`config.mk`:
```
export PLATFORM = sky130hd
export DESIGN_NAME = burst_addr_gen
export DESIGN_NICKNAME = d
export VERILOG_FILES = /design/src/rtl/bac_pkg.sv /design/src/rtl/bac_prio.sv /design/src/rtl/bac_next.sv /design/src/rtl/bac_reg.sv /design/src/rtl/burst_addr_gen.sv
export SDC_FILE = /design/constraint.sdc
export NUM_CORES = 1
export LEC_CHECK = 0
export ABC_AREA = 1
export BUFFER_PORTS_ARGS = -buffer_cell sky130_fd_sc_hd__buf_2
export CORE_MARGIN = 2
export CORE_UTILIZATION = 30
export DETAILED_ROUTE_END_ITERATION = 16
export HOLD_SLACK_MARGIN = 0.03
export PLACE_DENSITY = 0.51
export SYNTH_ARGS = -nofsm -noshare
export SYNTH_HDL_FRONTEND = slang
export SYNTH_SLANG_ARGS = --single-unit
```
`constraint.sdc`:
```
create_clock -name clk -period 1.31 [get_ports clk]
set_input_delay 0.131 -clock clk [delete_from_list [all_inputs] [get_ports clk]]
set_output_delay 0.131 -clock clk [all_outputs]
set_load 0.05 [all_outputs]
```
`src/rtl/bac_pkg.sv`:
```
package bac_pkg;
  typedef enum logic [1:0] {
    OP_HOLD  = 2'd0,
    OP_STEP  = 2'd1,
    OP_LOAD  = 2'd2,
    OP_CLEAR = 2'd3
  } bac_op_e;
endpackage

```
`src/rtl/bac_prio.sv`:
```
module bac_prio
  import bac_pkg::*;
(
  input  logic    strobe_n,
  input  logic    step_n,
  input  logic    zero_n,
  output bac_op_e op
);
  // Clear first, then strobe, then count enable.
  always_comb begin
    if (!zero_n)        op = OP_CLEAR;
    else if (!strobe_n) op = OP_LOAD;
    else if (!step_n)   op = OP_STEP;
    else                op = OP_HOLD;
  end
endmodule

```
`src/rtl/bac_next.sv`:
```
module bac_next
  import bac_pkg::*;
#(
  parameter int DEPTH = 32768,
  parameter int AW    = $clog2(DEPTH)
) (
  input  bac_op_e         op,
  input  logic [AW-1:0]   cur,
  input  logic [AW-1:0]   ext,
  output logic [AW-1:0]   nxt,
  output logic            upd
);
  localparam logic [AW-1:0] TOP  = AW'(DEPTH - 1);
  localparam bit            POW2 = (DEPTH == (1 << AW));

  logic [AW-1:0] inc;

  generate
    if (POW2) begin : g_natural_wrap
      always_comb inc = cur + AW'(1);
    end else begin : g_compare_wrap
      always_comb inc = (cur == TOP) ? '0 : cur + AW'(1);
    end
  endgenerate

  always_comb begin
    upd = (op != OP_HOLD);
    unique case (op)
      OP_CLEAR: nxt = '0;
      OP_LOAD:  nxt = ext;
      OP_STEP:  nxt = inc;
      default:  nxt = cur;
    endcase
  end
endmodule

```
`src/rtl/bac_reg.sv`:
```
module bac_reg #(
  parameter int AW = 15
) (
  input  logic          clk,
  input  logic          rst_n,
  input  logic          en,
  input  logic [AW-1:0] d,
  output logic [AW-1:0] q
);
  always_ff @(posedge clk or negedge rst_n) begin
    if (!rst_n)  q <= '0;
    else if (en) q <= d;
  end
endmodule

```
`src/rtl/burst_addr_gen.sv`:
```
module burst_addr_gen
  import bac_pkg::*;
#(
  parameter int DEPTH = 32768,
  localparam int AW   = $clog2(DEPTH)
) (
  input  logic          clk,
  input  logic          rst_n,
  input  logic          strobe_n,
  input  logic          step_n,
  input  logic          zero_n,
  input  logic [AW-1:0] addr_in,
  output logic [AW-1:0] addr_out
);
  bac_op_e       op;
  logic [AW-1:0] cnt_q;
  logic [AW-1:0] cnt_d;
  logic          cnt_en;

  bac_prio u_prio (
    .strobe_n (strobe_n),
    .step_n   (step_n),
    .zero_n   (zero_n),
    .op       (op)
  );

  bac_next #(.DEPTH(DEPTH), .AW(AW)) u_next (
    .op  (op),
    .cur (cnt_q),
    .ext (addr_in),
    .nxt (cnt_d),
    .upd (cnt_en)
  );

  bac_reg #(.AW(AW)) u_reg (
    .clk   (clk),
    .rst_n (rst_n),
    .en    (cnt_en),
    .d     (cnt_d),
    .q     (cnt_q)
  );

  assign addr_out = cnt_q;
endmodule

```
==> flow_summary.yaml <==
outcome:
  outcome: "complete, no violations"
layout:
  syn2layout_area_growth_pct: 32.55
  multi_input_area_sq_um: 603.1
  nFillCells: 348
  seqCellArea_sq_um: 389.1
  largest-register: "u_reg.q"
  nets: 213
  diodes: 0
  largest_register_ffs: 15
  top_regs: "u_reg.q x15"
  drive_gt1_share_pct: 35.08
logic_synthesis:
  synth-seq-cells: 15
  ys_async_sr_fraction_pct: 100.0
  synth_flop_cell: "dfrtp_1"
  synth_top_area_cell: "dfrtp_1"
  netlist_area_sq_um: 1007
  netlist_instances: 150
  ys_seq_area_share_pct: 37.27
  synth_most_common_cell: "nand2_1"
  synth.avg_cell_area_sq_um: 6.715
  synth_edf_count: 0
  yosys_warnings: 0
  synth_area_leaders: "dfrtp_1, nand2_1, nand3_1"
  synth_common_cells: "nand2_1, nand3_1, dfrtp_1"
  mappedNetlistNets: 171
  yosysUniqueCellTypes: 17
  synth_top_area_share_pct: 37.27
grt:
  grt.total_usage_pct: 15.81
  grt_pass1_wl_um: 4491
  first_global_vias: 970
  grt_max_degree: 16
  grt_overflow_total: 0
  antenna_found_initial: 0
clocking:
  max-clock-path-buffers: 2
  cts-root-buf: "clkbuf_4"
  clk-insertion-delay-late_ns: 0.29
  cts.htree.levels: 1
  tritoncts: "yes"
  clkSlewWorstSetupHoldPaths_ns: 0.10
  cts_buffers: 3
  clock-sinks: 15
timing:
  finalSetupTns_ns: 0
  fin_crit_ns: 1.223
  fmax_mhz: 818.0
  finClkSkew_ns: 0.006027
  fin_ws_ns: 0.08747
  whs_ns: 0.04923
  grt_setup_unrepaired: "false"
  setup_viol: 0
  hold_violations: 0
  period_share_pct: 93.32
  slew_headroom_pct: 74.51
  worstMarginPinSlew_ns: 0.3815
  slew_viol_final: 0
worst_setup_path:
  worstPathCellList: "ha_4 -> nand3_4 -> inv_2 -> o21a_1 -> o21ai_0 -> nand3_1"
  worstPathArrival_ns: 1.40
  endpoint_kind: "flip-flop"
  critPathMaxFanout: 5
  cpPeakStageDelay_ns: 0.45
  worstSetupPathType: "reg2reg"
  cp_slowest_cell: "dfrtp_2"
  cp-start-kind: "flip-flop"
  cp.required_ns: 1.48
  critical_path.startpoint: "u_reg.q[1]"
  timing.rr.start: "u_reg.q[1]"
placed_design:
  port-buffer-count: 34
  dp_slack_ns: 0.07759
  hpwl_um: 2051
  gp_congestion: 0.8432
route:
  drc: 0
  drt_iter0_drc: 50
  wire_per_inst_um: 11.53
  drt-vias-per-instance: 4.641
  firstDrtPassIters: 4
  ant_nets: 0
  finalWirelength_um: 2733
  vias: 1100
min_path:
  hp-class: "in2reg"
  min_from: "addr_in[13]"
pwr:
  power_w: 0.001105
  leakagePower_nw: 0.6516
  ir_drop_uv: 256.5
  powerDensity_nw_per_um2: 827.4
die:
  die_w_um: 61.94
  die_y_um: 61.94
  start_util_pct: 30.67
  core_area_sq_um: 3284
  fp.dieArea_sq_um: 3837
  num_rows: 21
  io_pins: 35
run:
  cap_violations: 0
-- routing by layer --
metal  track usage, %  vias to the layer above  share of wire [%]
li1                 -                      579                  -
met1            21.97                      492                 48
met2            24.85                       25                 47
met3            2.277                        4                3.3
met4            5.775                        0                1.4
met5                0                        -                  0
-- cell type report --
class,count,share of cell area (%)
repair buffers,40,16.31
well taps,46,4.311
multi-input cells,121,45.17
clock buffers,4,1.968
flip-flops and latches,15,29.15
inverters,11,3.093
-- power by group --
part           switching [W]  internal, W
sequential         0.0000456     0.000496
combinational       0.000195    0.0000897
clock               0.000160     0.000118
-- critical path, delay by kind of cell, from the launching register on --
kind | cells | cell delay (ns)
AND/OR/NAND/NOR | 2 | 0.18
flip-flops | 1 | 0.45
AO/OA/AOI/OAI | 2 | 0.23
adder cells (fa/ha/maj) | 1 | 0.19
buffers and inverters | 1 | 0.06
-- what timing repair did --
item                                   in CTS  in global routing
setup endpoints to repair                   0                  3
hold buffers                                1                  0
endpoints found under the hold margin      15                  0
setup buffers                               0                  2
gates resized for setup                     0                  1
-- stage by stage --
stage	std cells	util [%]	cell area (sq um)
floorplan	150	-	1051
global route	237	40.65	1335
global placement	230	39.01	1281
finish	237	40.65	1335
CTS	235	40.11	1318
detailed placement	230	39.01	1281
-- final timing paths --
| kind | end | slack [ns] | cells past startpoint |
|---|---|---|---|
| setup reg to reg | u_reg.q[4] | 0.09 | 6 |
| hold / removal | u_reg.q[13] | 0.05 | 3 |
| setup / recovery | u_reg.q[4] | 0.09 | 6 |
| hold reg to reg | u_reg.q[14] | 0.57 | 2 |
| min in group asynchronous | u_reg.q[5] | 0.27 | 2 |
| max in group asynchronous | u_reg.q[1] | 0.75 | 2 |
-- logic make-up after synthesis --
group                    count (synthesis)  synth area share [%]
adder cells (fa/ha/maj)                  1                 1.242
AND/OR/NAND/NOR                        115                 51.80
flip-flops                              15                 37.27
XOR/XNOR                                 1                0.8697
AO/OA/AOI/OAI                            4                 2.732
buffers and inverters                   14                 6.086
-- placed cells by master (no fill, tap or decap), drive strengths merged --
master and n:
nand2 55, buf 39, nand3 36, dfrtp 15
nor2 15, inv 11, nand4 6, clkbuf 4
or2 3, a21o 2, xor2 1, o21a 1
o21ai 1, ha 1, dlygate4sd3 1
No activity file was read; power rests on OpenSTA's default activity.
